--- src/rtl/aclink_tx_pkg.sv ---
`timescale 1ns/1ps
package aclink_tx_pkg;

  localparam int unsigned TAG_BITS_DEF  = 16;
  localparam int unsigned SLOT_CNT_DEF  = 12;
  localparam int unsigned SLOT_BITS_DEF = 20;

  typedef enum logic {
    PH_TAG  = 1'b1,
    PH_DATA = 1'b0
  } phase_e;

  function automatic int unsigned frame_len(input int unsigned tag_w,
                                            input int unsigned slot_n,
                                            input int unsigned slot_w);
    return tag_w + slot_n * slot_w;
  endfunction

endpackage

--- src/rtl/aclink_tx_slot_timer.sv ---
`timescale 1ns/1ps
module aclink_tx_slot_timer #(
  parameter int unsigned TAG_W  = aclink_tx_pkg::TAG_BITS_DEF,
  parameter int unsigned SLOT_N = aclink_tx_pkg::SLOT_CNT_DEF,
  parameter int unsigned SLOT_W = aclink_tx_pkg::SLOT_BITS_DEF,
  parameter int unsigned SIDX_W = 4,
  parameter int unsigned BIDX_W = 5
) (
  input  logic                 clk_i,
  input  logic                 rst_i,
  input  logic                 adv_i,
  output logic [SIDX_W-1:0]    slot_idx_o,
  output logic [BIDX_W-1:0]    bit_idx_o,
  output aclink_tx_pkg::phase_e phase_o,
  output logic                 first_bit_o,
  output logic                 last_bit_o
);
  localparam int unsigned FRAME_LEN = aclink_tx_pkg::frame_len(TAG_W, SLOT_N, SLOT_W);
  localparam int unsigned POS_W     = $clog2(FRAME_LEN);

  logic [SIDX_W-1:0] slot_q;
  logic [BIDX_W-1:0] bit_q;

  // slot 0 is the tag, slots 1..SLOT_N carry data; bit index counts down
  always_ff @(posedge clk_i) begin
    if (rst_i) begin
      slot_q <= '0;
      bit_q  <= BIDX_W'(TAG_W - 1);
    end else if (adv_i) begin
      if (bit_q == '0) begin
        if (slot_q == SIDX_W'(SLOT_N)) begin
          slot_q <= '0;
          bit_q  <= BIDX_W'(TAG_W - 1);
        end else begin
          slot_q <= slot_q + 1'b1;
          bit_q  <= BIDX_W'(SLOT_W - 1);
        end
      end else begin
        bit_q <= bit_q - 1'b1;
      end
    end
  end

  assign slot_idx_o  = slot_q;
  assign bit_idx_o   = bit_q;
  assign phase_o     = (slot_q == '0) ? aclink_tx_pkg::PH_TAG : aclink_tx_pkg::PH_DATA;
  assign first_bit_o = (slot_q == '0) && (bit_q == BIDX_W'(TAG_W - 1));
  assign last_bit_o  = (slot_q == SIDX_W'(SLOT_N)) && (bit_q == '0);

  // independent linear position counter, used only to cross-check the frame length
  logic [POS_W-1:0] chk_pos_q;
  always_ff @(posedge clk_i) begin
    if (rst_i) chk_pos_q <= '0;
    else if (adv_i) chk_pos_q <= (chk_pos_q == POS_W'(FRAME_LEN - 1)) ? '0 : chk_pos_q + 1'b1;
  end

  assert_frame_len_R1: assert property (@(posedge clk_i) disable iff (rst_i)
    ((chk_pos_q == '0) == first_bit_o));

  assert_bit_range_R4: assert property (@(posedge clk_i) disable iff (rst_i)
    ((slot_q <= SIDX_W'(SLOT_N)) &&
     ((slot_q == '0) ? (bit_q < BIDX_W'(TAG_W)) : (bit_q < BIDX_W'(SLOT_W)))));

endmodule

--- src/rtl/aclink_tx_payload_reg.sv ---
`timescale 1ns/1ps
module aclink_tx_payload_reg #(
  parameter int unsigned TAG_W  = aclink_tx_pkg::TAG_BITS_DEF,
  parameter int unsigned SLOT_N = aclink_tx_pkg::SLOT_CNT_DEF,
  parameter int unsigned SLOT_W = aclink_tx_pkg::SLOT_BITS_DEF
) (
  input  logic                     clk_i,
  input  logic                     rst_i,
  input  logic                     load_i,
  input  logic                     have_i,
  input  logic [SLOT_N-1:0]        slot_valid_i,
  input  logic [SLOT_N*SLOT_W-1:0] slot_data_i,
  output logic [SLOT_N-1:0]        vld_o,
  output logic [SLOT_N*SLOT_W-1:0] words_o,
  output logic [TAG_W-1:0]         tag_o
);
  logic [SLOT_N-1:0]        vld_q;
  logic [SLOT_N*SLOT_W-1:0] words_q;

  // capture once per frame; an empty offer or an invalid slot stores zeros
  always_ff @(posedge clk_i) begin
    if (rst_i) begin
      vld_q   <= '0;
      words_q <= '0;
    end else if (load_i) begin
      for (int k = 0; k < int'(SLOT_N); k++) begin
        vld_q[k] <= have_i & slot_valid_i[k];
        words_q[k*SLOT_W +: SLOT_W] <= (have_i & slot_valid_i[k]) ?
                                       slot_data_i[k*SLOT_W +: SLOT_W] : '0;
      end
    end
  end

  // tag layout: top bit = any slot valid, next SLOT_N bits = slots 1..SLOT_N, rest zero
  for (genvar t = 0; t < TAG_W; t++) begin : g_tag
    if (t == TAG_W - 1) begin : g_any
      assign tag_o[t] = |vld_q;
    end else if (t >= TAG_W - 1 - SLOT_N) begin : g_flag
      assign tag_o[t] = vld_q[TAG_W - 2 - t];
    end else begin : g_pad
      assign tag_o[t] = 1'b0;
    end
  end

  assign vld_o   = vld_q;
  assign words_o = words_q;

endmodule

--- src/rtl/aclink_tx_bit_select.sv ---
`timescale 1ns/1ps
module aclink_tx_bit_select #(
  parameter int unsigned TAG_W  = aclink_tx_pkg::TAG_BITS_DEF,
  parameter int unsigned SLOT_N = aclink_tx_pkg::SLOT_CNT_DEF,
  parameter int unsigned SLOT_W = aclink_tx_pkg::SLOT_BITS_DEF,
  parameter int unsigned SIDX_W = 4,
  parameter int unsigned BIDX_W = 5
) (
  input  logic [SIDX_W-1:0]        slot_idx_i,
  input  logic [BIDX_W-1:0]        bit_idx_i,
  input  logic [TAG_W-1:0]         tag_i,
  input  logic [SLOT_N*SLOT_W-1:0] words_i,
  output logic                     bit_o
);
  localparam int unsigned TIDX_W = (TAG_W > 1) ? $clog2(TAG_W) : 1;
  localparam int unsigned WIDX_W = $clog2(SLOT_N * SLOT_W);

  logic [TIDX_W-1:0] tag_sel;
  logic [WIDX_W-1:0] word_sel;
  int unsigned       word_off;

  always_comb begin
    word_off = (32'(slot_idx_i) - 32'd1) * SLOT_W + 32'(bit_idx_i);
    tag_sel  = TIDX_W'(bit_idx_i);
    word_sel = WIDX_W'(word_off);
    bit_o    = (slot_idx_i == '0) ? tag_i[tag_sel] : words_i[word_sel];
  end

endmodule

--- src/rtl/aclink_tx_framer.sv ---
`timescale 1ns/1ps
module aclink_tx_framer #(
  parameter int unsigned TAG_W  = aclink_tx_pkg::TAG_BITS_DEF,
  parameter int unsigned SLOT_N = aclink_tx_pkg::SLOT_CNT_DEF,
  parameter int unsigned SLOT_W = aclink_tx_pkg::SLOT_BITS_DEF
) (
  input  logic                     clk_i,
  input  logic                     rst_i,
  input  logic                     halt_i,
  input  logic                     in_valid_i,
  output logic                     in_ready_o,
  input  logic [SLOT_N-1:0]        slot_valid_i,
  input  logic [SLOT_N*SLOT_W-1:0] slot_data_i,
  output logic                     sync_o,
  output logic                     sdata_o,
  output logic                     frame_start_o
);
  localparam int unsigned SIDX_W = $clog2(SLOT_N + 1);
  localparam int unsigned MAX_W  = (TAG_W > SLOT_W) ? TAG_W : SLOT_W;
  localparam int unsigned BIDX_W = $clog2(MAX_W);
  localparam int unsigned PAD_W  = TAG_W - 1 - SLOT_N;
  localparam int unsigned VIDX_W = (SLOT_N > 1) ? $clog2(SLOT_N) : 1;

  logic [SIDX_W-1:0]        slot_idx;
  logic [BIDX_W-1:0]        bit_idx;
  aclink_tx_pkg::phase_e    phase;
  logic                     first_bit, last_bit;
  logic [SLOT_N-1:0]        vld;
  logic [SLOT_N*SLOT_W-1:0] words;
  logic [TAG_W-1:0]         tag;
  logic                     line_bit;
  logic                     adv, ready;
  logic                     sync_q, sd_q, fs_q;

  assign adv   = ~halt_i;
  assign ready = last_bit & ~halt_i & ~rst_i;

  aclink_tx_slot_timer #(
    .TAG_W(TAG_W), .SLOT_N(SLOT_N), .SLOT_W(SLOT_W), .SIDX_W(SIDX_W), .BIDX_W(BIDX_W)
  ) u_timer (
    .clk_i(clk_i), .rst_i(rst_i), .adv_i(adv),
    .slot_idx_o(slot_idx), .bit_idx_o(bit_idx), .phase_o(phase),
    .first_bit_o(first_bit), .last_bit_o(last_bit)
  );

  aclink_tx_payload_reg #(
    .TAG_W(TAG_W), .SLOT_N(SLOT_N), .SLOT_W(SLOT_W)
  ) u_payload (
    .clk_i(clk_i), .rst_i(rst_i), .load_i(ready), .have_i(in_valid_i),
    .slot_valid_i(slot_valid_i), .slot_data_i(slot_data_i),
    .vld_o(vld), .words_o(words), .tag_o(tag)
  );

  aclink_tx_bit_select #(
    .TAG_W(TAG_W), .SLOT_N(SLOT_N), .SLOT_W(SLOT_W), .SIDX_W(SIDX_W), .BIDX_W(BIDX_W)
  ) u_select (
    .slot_idx_i(slot_idx), .bit_idx_i(bit_idx), .tag_i(tag), .words_i(words),
    .bit_o(line_bit)
  );

  // line registers: everything the link sees changes only on a rising edge
  always_ff @(posedge clk_i) begin
    if (rst_i) begin
      sync_q <= 1'b0;
      sd_q   <= 1'b0;
      fs_q   <= 1'b0;
    end else if (adv) begin
      sync_q <= (phase == aclink_tx_pkg::PH_TAG);
      sd_q   <= line_bit;
      fs_q   <= first_bit;
    end
  end

  assign sync_o        = sync_q & ~halt_i;
  assign sdata_o       = sd_q & ~halt_i;
  assign frame_start_o = fs_q & ~halt_i;
  assign in_ready_o    = ready;

  // helper for the empty-slot check
  logic [VIDX_W-1:0] vld_sel;
  logic              cur_slot_vld;
  always_comb begin
    vld_sel      = VIDX_W'(slot_idx - 1'b1);
    cur_slot_vld = vld[vld_sel];
  end

  assert_fs_in_sync_R7: assert property (@(posedge clk_i) disable iff (rst_i)
    fs_q |-> sync_q);

  assert_ready_single_R6: assert property (@(posedge clk_i) disable iff (rst_i)
    in_ready_o |=> !in_ready_o);

  assert_halt_hold_R8: assert property (@(posedge clk_i) disable iff (rst_i)
    halt_i |=> ($stable(sync_q) && $stable(sd_q) && $stable(fs_q)));

  assert_empty_slot_zero_R5: assert property (@(posedge clk_i) disable iff (rst_i)
    ((slot_idx != '0) && !cur_slot_vld && !halt_i) |=> !sd_q);

  assert_tag_pad_zero_R3: assert property (@(posedge clk_i) disable iff (rst_i)
    ((slot_idx == '0) && (bit_idx < BIDX_W'(PAD_W)) && !halt_i) |=> !sd_q);

  assert_reset_quiet_R9: assert property (@(posedge clk_i) disable iff (rst_i)
    $fell(rst_i) |-> (!sync_q && !sd_q && !fs_q));

endmodule

--- config.mk ---
export PLATFORM = sky130hd
export DESIGN_NAME = aclink_tx_framer
export DESIGN_NICKNAME = d
export VERILOG_FILES = /design/src/rtl/aclink_tx_pkg.sv /design/src/rtl/aclink_tx_slot_timer.sv /design/src/rtl/aclink_tx_payload_reg.sv /design/src/rtl/aclink_tx_bit_select.sv /design/src/rtl/aclink_tx_framer.sv
export SDC_FILE = /design/constraint.sdc
export NUM_CORES = 1
export LEC_CHECK = 0
export BUFFER_PORTS_ARGS = -buffer_cell sky130_fd_sc_hd__buf_2
export CORE_MARGIN = 5
export CORE_UTILIZATION = 54
export CTS_CLUSTER_SIZE = 20
export DETAILED_ROUTE_END_ITERATION = 6
export PLACE_DENSITY = 0.84
export SYNTH_ARGS = -nofsm -noshare
export SYNTH_HDL_FRONTEND = slang
export SYNTH_HIERARCHICAL = 1
export SYNTH_SLANG_ARGS = --single-unit
export TNS_END_PERCENT = 100
--- constraint.sdc ---
create_clock -name clk_i -period 4.5 [get_ports clk_i]
set_input_delay 1.35 -clock clk_i [delete_from_list [all_inputs] [get_ports clk_i]]
set_output_delay 1.35 -clock clk_i [all_outputs]
set_load 0.02 [all_outputs]
==> impl_table.tex <==
\begin{tabular}{lr}
\hline
Metric & Value \\
\hline
\multicolumn{2}{l}{\textbf{STA}} \\
Highest attainable clock frequency & 259 MHz \\
Time the final worst path needs with I/O delays and setup & 3.86 ns \\
Final worst-path cycle share & 85.7\% \\
Worst slew margin & 40.4\% \\
Worst setup skew after layout & 0.0205 ns \\
Setup violations, final & 0 \\
Setup WS post-layout & 0.643 ns \\
Final hold violations & 0 \\
Actual transition at the worst max-transition pin & 0.893 ns \\
Max Slew Vio Count & 0 \\
Setup repair after global routing missed its margin & no \\
Setup Total Neg Slack & 0 ns \\
\multicolumn{2}{l}{\textbf{GRT}} \\
Number of global-route vias before repair & 8948 \\
Global-route wire length before repair & 47900 um \\
Maximum number of pins on one net before global-route repair & 113 \\
Aggregate global-route resource usage & 24.7\% \\
Antenna violations before repair & 9 \\
Sum of overflow across all layers after global routing & 0 \\
\multicolumn{2}{l}{\textbf{Clocking}} \\
Count of instances resized after the clock tree is built & 0 \\
CTS tree & done \\
Setup repair bufs after CTS & 0 \\
Depth of the CTS H-tree & 1 \\
Total clock sinks & 264 \\
Source-to-sink clock delay at the later pin of the worst-skew pair & 0.55 ns \\
Number of buffers added by the clock tree synthesis step & 28 \\
Clock transition at the register clock pins on the worst setup and hold paths after CTS & 0.06 ns \\
Total of hold buffers inserted after clock tree synthesis & 0 \\
Clock Path Buffers & 3 \\
Cell chosen for the clock root & sky130\_fd\_sc\_hd\_\_clkbuf\_16 \\
\multicolumn{2}{l}{\textbf{Routing}} \\
DRC violation total after the first TritonRoute iteration & 601 \\
Remaining DRCs & 0 \\
Vias per std cell & 6.14 \\
DRT Pass-1 Iters & 5 \\
Average wire per cell in the routed design & 21.8 um \\
Routed wire length & 30500 um \\
Total via count after detailed routing & 8591 \\
Residual antenna-violating net count after detailed routing & 0 \\
\multicolumn{2}{l}{\textbf{Placed design}} \\
Worst slack at placement & 0.654 ns \\
Port Buf Inserts & 259 \\
Routability cong. & 0.854 \\
Detailed-placement wirelength estimate & 21500 um \\
Total placed instance area & 0.0124 mm\^{}2 \\
\multicolumn{2}{l}{\textbf{Critical path}} \\
Data arrival time of the critical path & 4.27 ns \\
Capturing instance or port of the critical path & sd\_q\$\_SDFFE\_PP0N\_ \\
Endpoint of the lowest-slack register-to-register path & sd\_q\$\_SDFFE\_PP0N\_ \\
Worst Path Class, Setup & register to register \\
Endpoint required time on the critical path & 4.92 ns \\
Critical path startpoint category & register \\
R2r setup slk & 0.64 ns \\
Maximum fanout encountered on the critical timing path & 20 \\
Beginning of the worst register-to-register path & u\_timer/slot\_idx\_o[0]\$\_SDFFE\_PP0P\_ \\
Crit. path cell count & 13 \\
Nature of the critical path endpoint & register \\
Count of buffer and inverter cells on the critical path & 2 \\
Delay-heaviest family, CP & multiplexers \\
Worst setup path startpoint & u\_timer/slot\_idx\_o[0]\$\_SDFFE\_PP0P\_ \\
Slowest cell on the critical path & sky130\_fd\_sc\_hd\_\_fa\_2 \\
Maximum cell stage delay along the critical path & 0.93 ns \\
R2r worst-path depth & 13 \\
Critical-path cell list & inv\_1 > ha\_1 > inv\_1 > fa\_2 > mux4\_2 > mux4\_2 > mux2\_2 > nor3\_1 > a41oi\_1 > nand4\_1 > o311ai\_1 > mux2i\_1 > nor2\_1 \\
\multicolumn{2}{l}{\textbf{Die}} \\
Number of top-level pins & 260 \\
Core outline area & 0.0203 mm\^{}2 \\
Floorplan row count & 52 \\
DIE HEIGHT & 154 um \\
Floorplan die area & 0.0236 mm\^{}2 \\
Starting density of the core & 55.0\% \\
Die width & 154 um \\
\multicolumn{2}{l}{\textbf{Final layout}} \\
Count of fill cells added during filler insertion & 1519 \\
Most common library cell in the layout ignoring fill and taps & sky130\_fd\_sc\_hd\_\_dfxtp\_1 \\
Syn-to-layout area delta & 19.5\% \\
Commonest cells after routing, fill and taps aside & sky130\_fd\_sc\_hd\_\_dfxtp\_1 (262), sky130\_fd\_sc\_hd\_\_buf\_2 (259), sky130\_fd\_sc\_hd\_\_a22o\_1 (240), sky130\_fd\_sc\_hd\_\_mux4\_2 (67), sky130\_fd\_sc\_hd\_\_clkbuf\_16 (29) \\
Post-layout nets & 1373 \\
Final design area excluding fillers & 0.0133 mm\^{}2 \\
Final Core Density & 65.7\% \\
Layout cells sized above 1 & 36.7\% \\
\multicolumn{2}{l}{\textbf{Yosys}} \\
Gate Count Post-Synth & 885 \\
Count of warnings emitted by yosys & 6 \\
Netlist area before placement & 0.0112 mm\^{}2 \\
Post-Syn Area per Cell & 12.6 um\^{}2 \\
\multicolumn{2}{l}{\textbf{Power}} \\
Switching pwr & 1.06 mW \\
Power share of the combinational group & 5.0\% \\
Share of power burned in the clock network & 47.1\% \\
Sequential power share & 47.9\% \\
Power Dens Cells & 369 mW/mm\^{}2 \\
Peak supply drop & 0.259 mV \\
Int Pwr & 3.86 mW \\
Switching power share of the total & 21.6\% \\
Leak Pwr & 5.58 nW \\
\multicolumn{2}{l}{\textbf{Worst hold path}} \\
Type of the worst min-delay path & register to register \\
\multicolumn{2}{l}{\textbf{Run}} \\
Number of maximum-capacitance violations & 0 \\
\multicolumn{2}{l}{\textbf{Status}} \\
Outcome & complete, no violations \\
\hline
\end{tabular}
through the flow:
stage | power (mW) | hold slack (ns) | std cells
3_3_place_gp | 2.65 | 0.452 | 1342
3_5_place_dp | 2.65 | 0.460 | 1342
4_1_cts | 4.96 | 0.475 | 1393
5_1_grt | 5.05 | 0.485 | 1400
2_1_floorplan | 2.51 | 0.437 | 887
6_report | 4.92 | 0.473 | 1400
power groups by stage:
stage                     combinational, mW  sequential [mW]  clock [mW]
final                                 0.245             2.36        2.32
after detailed placement              0.244             2.41           0
after floorplan                       0.121             2.39           0
after CTS                             0.245             2.36        2.35
after global placement                0.243             2.41           0
after global routing                  0.265             2.36        2.43
layer usage:
layer,share of wire [%],vias to the layer above,track usage (%)
met5,0.089,-,0
li1,-,3946,-
met2,49,355,41.4
met1,41,4213,32.1
met3,6.3,73,4.22
met4,3.5,4,9.80
layout make-up:
cell class	count	area, um^2	share of cell area, %
Inverter	14	52.6	0.394
Multi-Input combinational cell	522	5260	39.4
Clock inverter	7	73.8	0.554
Clock buffer	44	882	6.61
Timing Repair Buffer	272	1420	10.6
Antenna cell	7	17.5	0.131
Tap cell	270	338	2.53
Sequential cell	264	5290	39.7
how the worst min path moves through the flow:
stage          slack (ns)                             endpoint                                 from  depth (start not counted)
3_5_place_dp         0.46  u_payload/words_o[232]$_SDFFE_PP0P_  u_payload/words_o[232]$_SDFFE_PP0P_                          1
2_1_floorplan        0.44  u_payload/words_o[228]$_SDFFE_PP0P_  u_payload/words_o[228]$_SDFFE_PP0P_                          1
6_report             0.47  u_payload/words_o[180]$_SDFFE_PP0P_  u_payload/words_o[180]$_SDFFE_PP0P_                          1
3_3_place_gp         0.45  u_payload/words_o[233]$_SDFFE_PP0P_  u_payload/words_o[233]$_SDFFE_PP0P_                          1
5_1_grt              0.48  u_payload/words_o[225]$_SDFFE_PP0P_  u_payload/words_o[225]$_SDFFE_PP0P_                          1
4_1_cts              0.48  u_payload/words_o[235]$_SDFFE_PP0P_  u_payload/words_o[235]$_SDFFE_PP0P_                          1
flip-flops by register name, indices dropped and copies added (netlist names):
name,flops
fs_q,1
u_payload/vld_o,12
u_payload/words_o,240
u_timer/bit_idx_o,5
sd_q,1
sync_q,1
u_timer/slot_idx_o,4
(Power assumes the default switching activity.)
